**src/rtl/acq_pkg.sv**
```systemverilog
package acq_pkg;
   typedef enum logic [2:0] {
      ST_IDLE  = 3'd0,
      ST_ARMED = 3'd1,
      ST_POST  = 3'd2,
      ST_LAT   = 3'd3,
      ST_DONE  = 3'd4
   } acq_state_t;
endpackage

```
**src/rtl/acq_col_ptr.sv**
```systemverilog
module acq_col_ptr #(
   parameter int NCOL  = 128,
   parameter int COL_W = $clog2(NCOL)
) (
   input  logic             clk,
   input  logic             rst_n,
   input  logic             clr_i,
   input  logic             adv_i,
   output logic [COL_W-1:0] col_o
);
   localparam logic [COL_W-1:0] LAST = COL_W'(NCOL - 1);
   localparam bit POW2 = ((1 << COL_W) == NCOL);

   logic [COL_W-1:0] col_nxt;

   generate
      if (POW2) begin : g_natural_wrap
         assign col_nxt = col_o + 1'b1;
      end else begin : g_compare_wrap
         assign col_nxt = (col_o == LAST) ? '0 : col_o + 1'b1;
      end
   endgenerate

   always_ff @(posedge clk or negedge rst_n) begin
      if (!rst_n)     col_o <= '0;
      else if (clr_i) col_o <= '0;
      else if (adv_i) col_o <= col_nxt;
   end

   AST_COL_HOLD: assert property (@(posedge clk) disable iff (!rst_n)
      (!clr_i && !adv_i) |=> $stable(col_o));
   AST_COL_WRAP: assert property (@(posedge clk) disable iff (!rst_n)
      (!clr_i && adv_i && col_o == LAST) |=> (col_o == '0));
endmodule

```
**src/rtl/acq_timer.sv**
```systemverilog
module acq_timer #(
   parameter int W = 8
) (
   input  logic         clk,
   input  logic         rst_n,
   input  logic         load_i,
   input  logic [W-1:0] load_val_i,
   input  logic         dec_i,
   output logic         zero_o
);
   logic [W-1:0] cnt;

   always_ff @(posedge clk or negedge rst_n) begin
      if (!rst_n)                    cnt <= '0;
      else if (load_i)               cnt <= load_val_i;
      else if (dec_i && cnt != '0)   cnt <= cnt - 1'b1;
   end

   assign zero_o = (cnt == '0);

   AST_TMR_LOAD: assert property (@(posedge clk) disable iff (!rst_n)
      load_i |=> (cnt == $past(load_val_i)));
   AST_TMR_IDLE: assert property (@(posedge clk) disable iff (!rst_n)
      (!load_i && !dec_i) |=> $stable(cnt));
endmodule

```
**src/rtl/acq_fsm.sv**
```systemverilog
module acq_fsm
   import acq_pkg::*;
(
   input  logic       clk,
   input  logic       rst_n,
   input  logic       start_i,
   input  logic       trig_i,
   input  logic       tmr_zero_i,
   output acq_state_t state_o,
   output logic       start_ok_o,
   output logic       accept_o,
   output logic       freeze_o,
   output logic       finish_o
);
   acq_state_t state_nxt;

   assign start_ok_o = start_i && (state_o == ST_IDLE || state_o == ST_DONE);
   assign accept_o   = trig_i && (state_o == ST_ARMED);
   assign freeze_o   = tmr_zero_i && (state_o == ST_POST);
   assign finish_o   = tmr_zero_i && (state_o == ST_LAT);

   always_comb begin
      state_nxt = state_o;
      unique case (state_o)
         ST_IDLE, ST_DONE: if (start_ok_o) state_nxt = ST_ARMED;
         ST_ARMED:         if (accept_o)   state_nxt = ST_POST;
         ST_POST:          if (freeze_o)   state_nxt = ST_LAT;
         ST_LAT:           if (finish_o)   state_nxt = ST_DONE;
         default:                          state_nxt = ST_IDLE;
      endcase
   end

   always_ff @(posedge clk or negedge rst_n) begin
      if (!rst_n) state_o <= ST_IDLE;
      else        state_o <= state_nxt;
   end

   AST_LAT_TO_DONE: assert property (@(posedge clk) disable iff (!rst_n)
      (state_o == ST_LAT && tmr_zero_i) |=> (state_o == ST_DONE));
   AST_START_ARMS: assert property (@(posedge clk) disable iff (!rst_n)
      (start_i && state_o == ST_DONE) |=> (state_o == ST_ARMED));
endmodule

```
**src/rtl/acq_stop_ctrl.sv**
```systemverilog
module acq_stop_ctrl
   import acq_pkg::*;
#(
   parameter int NCOL  = 128,
   parameter int DLY_W = 8,
   parameter int LAT_W = 8,
   parameter int REC_W = 8,
   parameter int COL_W = $clog2(NCOL)
) (
   input  logic             clk,
   input  logic             rst_n,
   input  logic             start_i,
   input  logic             trig_i,
   input  logic [DLY_W-1:0] post_dly_i,
   input  logic [LAT_W-1:0] lat_i,
   input  logic             irq_clr_i,
   output logic [COL_W-1:0] col_ptr_o,
   output logic [REC_W-1:0] trig_rec_o,
   output logic             irq_o,
   output logic             busy_o
);
   localparam int TW = (DLY_W > LAT_W) ? DLY_W : LAT_W;
   localparam logic [REC_W-1:0] NCOL_R = REC_W'(NCOL);

   initial begin
      assert (NCOL >= 2) else $error("NCOL must be at least 2");
      assert (REC_W > COL_W && NCOL < (1 << REC_W))
         else $error("REC_W too narrow for NCOL");
   end

   acq_state_t       state;
   logic             start_ok, accept, freeze, finish, tmr_zero;
   logic [TW-1:0]    tmr_val;
   logic [DLY_W-1:0] dly_m1;

   acq_fsm u_fsm (
      .clk        (clk),
      .rst_n      (rst_n),
      .start_i    (start_i),
      .trig_i     (trig_i),
      .tmr_zero_i (tmr_zero),
      .state_o    (state),
      .start_ok_o (start_ok),
      .accept_o   (accept),
      .freeze_o   (freeze),
      .finish_o   (finish)
   );

   assign dly_m1  = (post_dly_i == '0) ? '0 : post_dly_i - 1'b1;
   assign tmr_val = accept ? TW'(dly_m1) : TW'(lat_i);

   acq_timer #(.W(TW)) u_timer (
      .clk        (clk),
      .rst_n      (rst_n),
      .load_i     (accept || freeze),
      .load_val_i (tmr_val),
      .dec_i      (state == ST_POST || state == ST_LAT),
      .zero_o     (tmr_zero)
   );

   acq_col_ptr #(.NCOL(NCOL), .COL_W(COL_W)) u_col (
      .clk   (clk),
      .rst_n (rst_n),
      .clr_i (start_ok),
      .adv_i (state == ST_ARMED || state == ST_POST),
      .col_o (col_ptr_o)
   );

   always_ff @(posedge clk or negedge rst_n) begin
      if (!rst_n)      trig_rec_o <= '0;
      else if (accept) trig_rec_o <= NCOL_R - REC_W'(col_ptr_o);
   end

   always_ff @(posedge clk or negedge rst_n) begin
      if (!rst_n)                      irq_o <= 1'b0;
      else if (finish)                 irq_o <= 1'b1;
      else if (start_ok || irq_clr_i)  irq_o <= 1'b0;
   end

   assign busy_o = (state == ST_ARMED) || (state == ST_POST) || (state == ST_LAT);

   AST_REC_HOLD: assert property (@(posedge clk) disable iff (!rst_n)
      !(trig_i && state == ST_ARMED) |=> $stable(trig_rec_o));
   AST_IRQ_SET: assert property (@(posedge clk) disable iff (!rst_n)
      (state == ST_LAT && tmr_zero) |=> irq_o);
   AST_IRQ_CLR: assert property (@(posedge clk) disable iff (!rst_n)
      (irq_clr_i && state != ST_LAT) |=> !irq_o);
   AST_BUSY_START: assert property (@(posedge clk) disable iff (!rst_n)
      (start_i && !busy_o) |=> busy_o);
endmodule

```
**config.mk**
```make
export PLATFORM = sky130hd
export DESIGN_NAME = acq_stop_ctrl
export DESIGN_NICKNAME = d
export VERILOG_FILES = /design/src/rtl/acq_pkg.sv /design/src/rtl/acq_col_ptr.sv /design/src/rtl/acq_timer.sv /design/src/rtl/acq_fsm.sv /design/src/rtl/acq_stop_ctrl.sv
export SDC_FILE = /design/constraint.sdc
export NUM_CORES = 1
export LEC_CHECK = 0
export ABC_CLOCK_PERIOD_IN_PS = 4100
export CAP_MARGIN = 15
export CORE_MARGIN = 8
export CORE_UTILIZATION = 40
export DETAILED_ROUTE_END_ITERATION = 8
export PLACE_DENSITY = 0.66
export REMOVE_ABC_BUFFERS = 1
export SLEW_MARGIN = 20
export SYNTH_ARGS = -nofsm -noshare
export SYNTH_HDL_FRONTEND = slang
export SYNTH_SLANG_ARGS = --single-unit
```
**constraint.sdc**
```tcl
create_clock -name clk -period 4.1 [get_ports clk]
set_input_delay 0.41 -clock clk [delete_from_list [all_inputs] [get_ports clk]]
set_output_delay 0.41 -clock clk [all_outputs]
set_load 0.005 [all_outputs]
```
After elaboration in Yosys (flattened, before gate mapping):

Cells that the tools add are included.

* register bits: 27
* input port bits: 21
* output and inout port bits: 17
* logic and storage cells: 50

* $add $sub $neg: 4
* equal/unequal tests: 8
* multiplexer cells: 13
* reduce and logical (&&, ||, !) cells: 20

Operators by type and width (number)
* 8-bit 2-to-1 mux: 4
* 8-bit logical NOT: 2
* 8-bit by 1-bit subtractor with 8-bit output (second input constant): 2
* 7-bit 2-to-1 mux: 2
* 3-bit 2-to-1 mux: 4
* 3-bit case mux with 4 select lines: 1
* 2-bit inequality test (second input constant): 4
* 8-bit nonzero test: 1
* 8-bit by 7-bit subtractor with 8-bit output (first input constant): 1
* 7-bit by 1-bit adder with 7-bit output (second input constant): 1
* 3-bit by 2-bit equality test with 1-bit output (second input constant): 2
* 1-bit logical OR: 6
* 2-bit nonzero test: 3
* 1-bit logical AND: 5
* 4-bit AND reduction: 1
* 3-bit by 1-bit equality test with 1-bit output (second input constant): 1
* 3-bit equality test (second input constant): 1
* 3-bit logical NOT: 1
* 1-bit 2-to-1 mux: 2
* 2-bit OR reduction: 1

Longest topological paths before layout:

* depth after elaboration: 6
* depth in mapped cells: 7
* gate-level depth less buffers: 7

Hierarchy:

From an unflattened synthesis, not the netlist that was laid out.

* cells, all modules: 191
* area total of the unflattened synthesis: 1798.0 um^2

Modules (own cells, without submodules)
* acq_stop_ctrl: instances 1, cells an instance 87, area an instance 783.3 um^2, sequential area each 225.2 um^2
* acq_timer: instances 1, cells an instance 58, area an instance 528.0 um^2, sequential area each 200.2 um^2
* acq_col_ptr: instances 1, cells an instance 29, area an instance 307.8 um^2, sequential area each 175.2 um^2
* acq_fsm: instances 1, cells an instance 17, area an instance 178.9 um^2, sequential area each 75.1 um^2

Least setup slack after synthesis:

OpenSTA, ideal clock, no wires.

* path kind: reg-to-reg
* from: register u_timer.cnt[0]
* to: register u_timer.cnt[5]
* library setup time: 0.130 ns
* arrival: 1.487 ns
* data required time: 3.970 ns
* slack: 2.482 ns
* stages on the path, launching flop included: 8
* buffers on the path: 0
* clock period less this slack: 1.618 ns
* cell sequence: dfrtp_1 inv_1 ha_1 nor3b_1 a21oi_2 o311a_1 a311oi_1 o21ai_1

* longest elaborated chain between the ends: 4
* elaborated cells on any way between the ends: 9
* those cells by class: add/sub: 1; mux: 2; reduce/logical: 6

RTL lines
* from (decl): line acq_timer.sv:11 `logic [W-1:0] cnt;`
* from (signal assigned): line acq_timer.sv:15 `else if (load_i) cnt <= load_val_i;`
* from (signal assigned): line acq_timer.sv:16 `else if (dec_i && cnt != '0) cnt <= cnt - 1'b1;`
* branches (longest 4 deep; another with 8-bit by 1-bit subtractor with 8-bit output)

Parallel ways; which one is timed is not known. The select of a mux whose other input is x is not followed.
A chain may end at the register's enable or synchronous reset.

Worst setup path in the final report:

* from: input port trig_i
* to: register u_timer.cnt[7]

* longest elaborated chain between the ends: 3
* elaborated cells on any way between the ends: 5
* those cells by class: mux: 2; reduce/logical: 3

RTL lines
* from (decl): line acq_stop_ctrl.sv:13 `input logic trig_i,`
* 1-bit logical AND (*): line acq_fsm.sv:18 `assign accept_o = trig_i && (state_o == ST_ARMED);`
* 8-bit 2-to-1 mux or 1-bit logical OR (tied branches): line acq_stop_ctrl.sv:50, acq_stop_ctrl.sv:55
* 8-bit 2-to-1 mux or 2-bit nonzero test (tied branches)

Mark *: on every way between the ends. The rest lies on a longest branch, timed or not.

==> impl_results.md <==
- Max-cap violations: 0
- CP max stage cell: a31oi_2
- Max stage delay on crit path: 0.51 ns
- Tcrit/Tclk final: approximately half
- Post-CTS setup buffers: 0
- Static Leakage: 0.925 nW
- Clk_skew: ~0.012 ns
- Multi-input gate area: 958 um2
- Required time worst endpoint: 4.27 ns
- Setup repair after global routing missed its margin: no
- Die Y: 81.5 um
- Resize count post-CTS: 0
- Yosys reg bits: 27
- Actual slew at the worst max-slew pin: 0.589 ns
- Core Region: 0.00423 mm2
- Worst r2r path cells: 7
- # setup viols final: 0
- IO buf count: 37
- Final Cell Area: around 0.0022 mm2
- H-tree levels: 1
- Global-route wire length before repair: approximately 6500 um
- Clk buf depth: 2
- Pwr per Cell Area: 642 mW/mm2
- Pin count of the biggest net entering global routing: 28
- RR Startpoint: u_timer.cnt[0]
- Avg Synthesized Cell Area: roughly 9.1 um2
- Synth cell types: 43
- Synth async-reset ratio: 100%
- Synthesis-to-layout area growth: 25.9%
- Final wirelength: 3960 um
- Global routing usage on met3: 4.38%
- Final Critical Period: 2.06 ns
- Setup TNS Final: 0 ns
- Reg-to-reg slack, setup: 2.07 ns
- DRC errors left: 0
- CP Cell Sequence: clkdlybuf4s50_1, and4bb_1, a31oi_2, inv_1, a221oi_1, a21oi_1
- HPWL Detailed: between 3000 and 4000 um
- Number of global-route vias before repair: 1,435
- Worst path top cell family by delay: compound AO/OA/AOI/OAI gates
- CTS Buf Count: 3
- Worst slew margin: between 60% and 70%
- Worst-path clk slew: 0.11 ns
- Crit Path Class: in2reg
- Max Freq: between 0.4 and 0.5 GHz
- Io pins: 38
- DR WL/cell: around 14 um
- Crit path launch type: input port
- Hold_ws: 0.489 ns
- Initial antenna violation count: 0
- Max VDD drop: 0.381 mV
- Synth Instances: between 150 and 200
- Fin. max-slew vios: 0
- Status: complete, no violations
- Count of buffer and inverter cells on the critical path: 2
- Final hold violations: 0
- Core Util, Final: 51.1%
- Met2 Usage GRT: 22.0%
- DR vias: 1,455
- Worst Setup End Kind: flop
- Nets@finish: 249
- Worst EP arrival: around 2.2 ns
- Hold Crit Class: in2async
- Global placement routability congestion: 0.752
- DR vias/cell: between 5 and 6
- Share of layout cells above drive strength 1: approximately 5.4%
- Reg2reg end: u_timer.cnt[7]
- CTS Hold Bufs: 0
- Fill cells: 400
- Die width: slightly above 80 um
- Ant. Diodes: 0
- Clock sinks: 27
- Die area: between 0.006 and 0.007 mm2
- CTS tree: yes
- Max FO, Critical Path: 13
- Synthesized area: 0.00172 mm2
- Ys Warns: 0
- Initial core utilization: 40.6%
- Total gr overflow: 0
- Num rows: 24
- Reg area: between 600 and 700 um2
- Commonest register cell after synthesis: dfrtp_1
- GRT Util Overall: roughly 12%
- Drt first pass iters: 4
- Sequential area share after synthesis: 39.3%
- Detailed Route Iter0 Violations: between 70 and 80
- Skew-Pair Late Insertion Delay: between 0.2 and 0.3 ns
- Placed cell areas: 0.00211 mm2
- Post-route ant nets: 0
- Met1 usage: 14.0%
- Post-synth EDFFs: 0
- Clock Tree Root: clkbuf_8
- Busiest grt layer: met2
-- sequential cells by signal, indices dropped and copies added, names as in the netlist --
register and flops:
irq_o 1, trig_rec_o 8, u_col.col_o 7, u_fsm.state_o 3, u_timer.cnt 8
-- kinds of logic after synthesis --
logic type      count (synthesis)  synth area share, %
compound gates                 46                 18.0
flops                          27                 39.3
simple gates                   71                 23.7
buf+inv                        19                 4.88
xor+xnor                       18                 9.18
mux                             1                0.583
fa+ha+maj                       6                 4.37
-- synthesized netlist by cell type (2+ instances only) --
cell type	n	share of area [%]
nor4_1	2	0.73
clkbuf_1	4	0.87
o21ai_1	4	1.2
xor2_1	13	6.6
a221oi_1	5	2.5
ha_1	6	4.4
nor4_4	2	2.5
a22oi_1	2	0.87
a31oi_1	2	0.73
nor4b_1	2	1.0
buf_2	4	1.2
nor2_1	16	3.5
dfrtp_1	27	39
xnor2_1	5	2.5
and2_1	2	0.73
nor3_1	3	0.87
nand2_1	24	5.2
inv_1	10	2.2
o31ai_1	4	1.7
a21oi_1	10	2.9
nand2b_1	3	1.1
nand3b_1	2	0.87
nand3_1	5	1.5
o21ai_0	8	2.3
nor3b_1	5	2.2
-- where the power goes --
group / internal [mW] / switching [mW] / leakage, nW
Sequential: 0.379 / 0.140 / 0.335
Combinational: 0.357 / 0.352 / 0.569
Clock: 0.0692 / 0.0920 / 0.0217
-- cells in the final DEF, fill, tap and decap left out, types with 2 or more instances in the layout --
cell and instances:
a21oi_1 10, a221oi_1 5, a22oi_1 2, a31oi_1 2, and2_1 2, clkbuf_8 3, clkdlybuf4s50_1 37, dfrtp_1 27
ha_1 6, inv_1 10, nand2_1 24, nand2b_1 3, nand3_1 5, nand3b_1 2, nor2_1 16, nor3_1 3
nor3b_1 5, nor4_1 2, nor4_4 2, nor4b_1 2, o21ai_0 8, o21ai_1 4, o31ai_1 4, xnor2_1 5
xor2_1 13
-- per-stage QoR --
step / cells / worst slack (ns) / total power, mW
after floorplan: 179 / 2.31 / 0.954
after global placement: 269 / 1.77 / 1.22
after detailed placement: 269 / 1.71 / 1.24
after CTS: 273 / 2.04 / 1.40
after global routing: 273 / 1.89 / 1.52
final: 273 / 2.04 / 1.39
-- worst register-to-register path, stage by stage (launching register included) --
cell	delay, ns
dfrtp_1	0.40
inv_1	0.08
ha_1	0.22
nor3b_1	0.15
a31oi_2	0.53
inv_1	0.14
a221oi_1	0.32
a21oi_1	0.07
-- layer usage --
metal / share of wire (%) / up-vias
met3: 7.5 / 2
li1: - / 732
met1: 43 / 683
met4: 0.45 / 0
met5: 0 / -
met2: 49 / 38
-- worst max path at each step --
stage	start	endpoint	cells after the start
after floorplan	u_timer.cnt[0]	u_timer.cnt[7]	7
after global placement	trig_i	u_timer.cnt[7]	6
after detailed placement	trig_i	u_timer.cnt[7]	6
after CTS	trig_i	u_timer.cnt[7]	6
after global routing	u_timer.cnt[0]	u_timer.cnt[7]	7
final	trig_i	u_timer.cnt[7]	6
-- cell type report --
type                            instances  area share (%)
Tap cell                               52            3.01
Clock buffer                            3            1.91
Timing Repair Buffer                   38            17.5
Inverter                               10            1.74
Clock inverter                          1           0.347
Sequential cell                        27            31.2
Multi-Input combinational cell        142            44.3
Power figures use the tool's default switching activity.
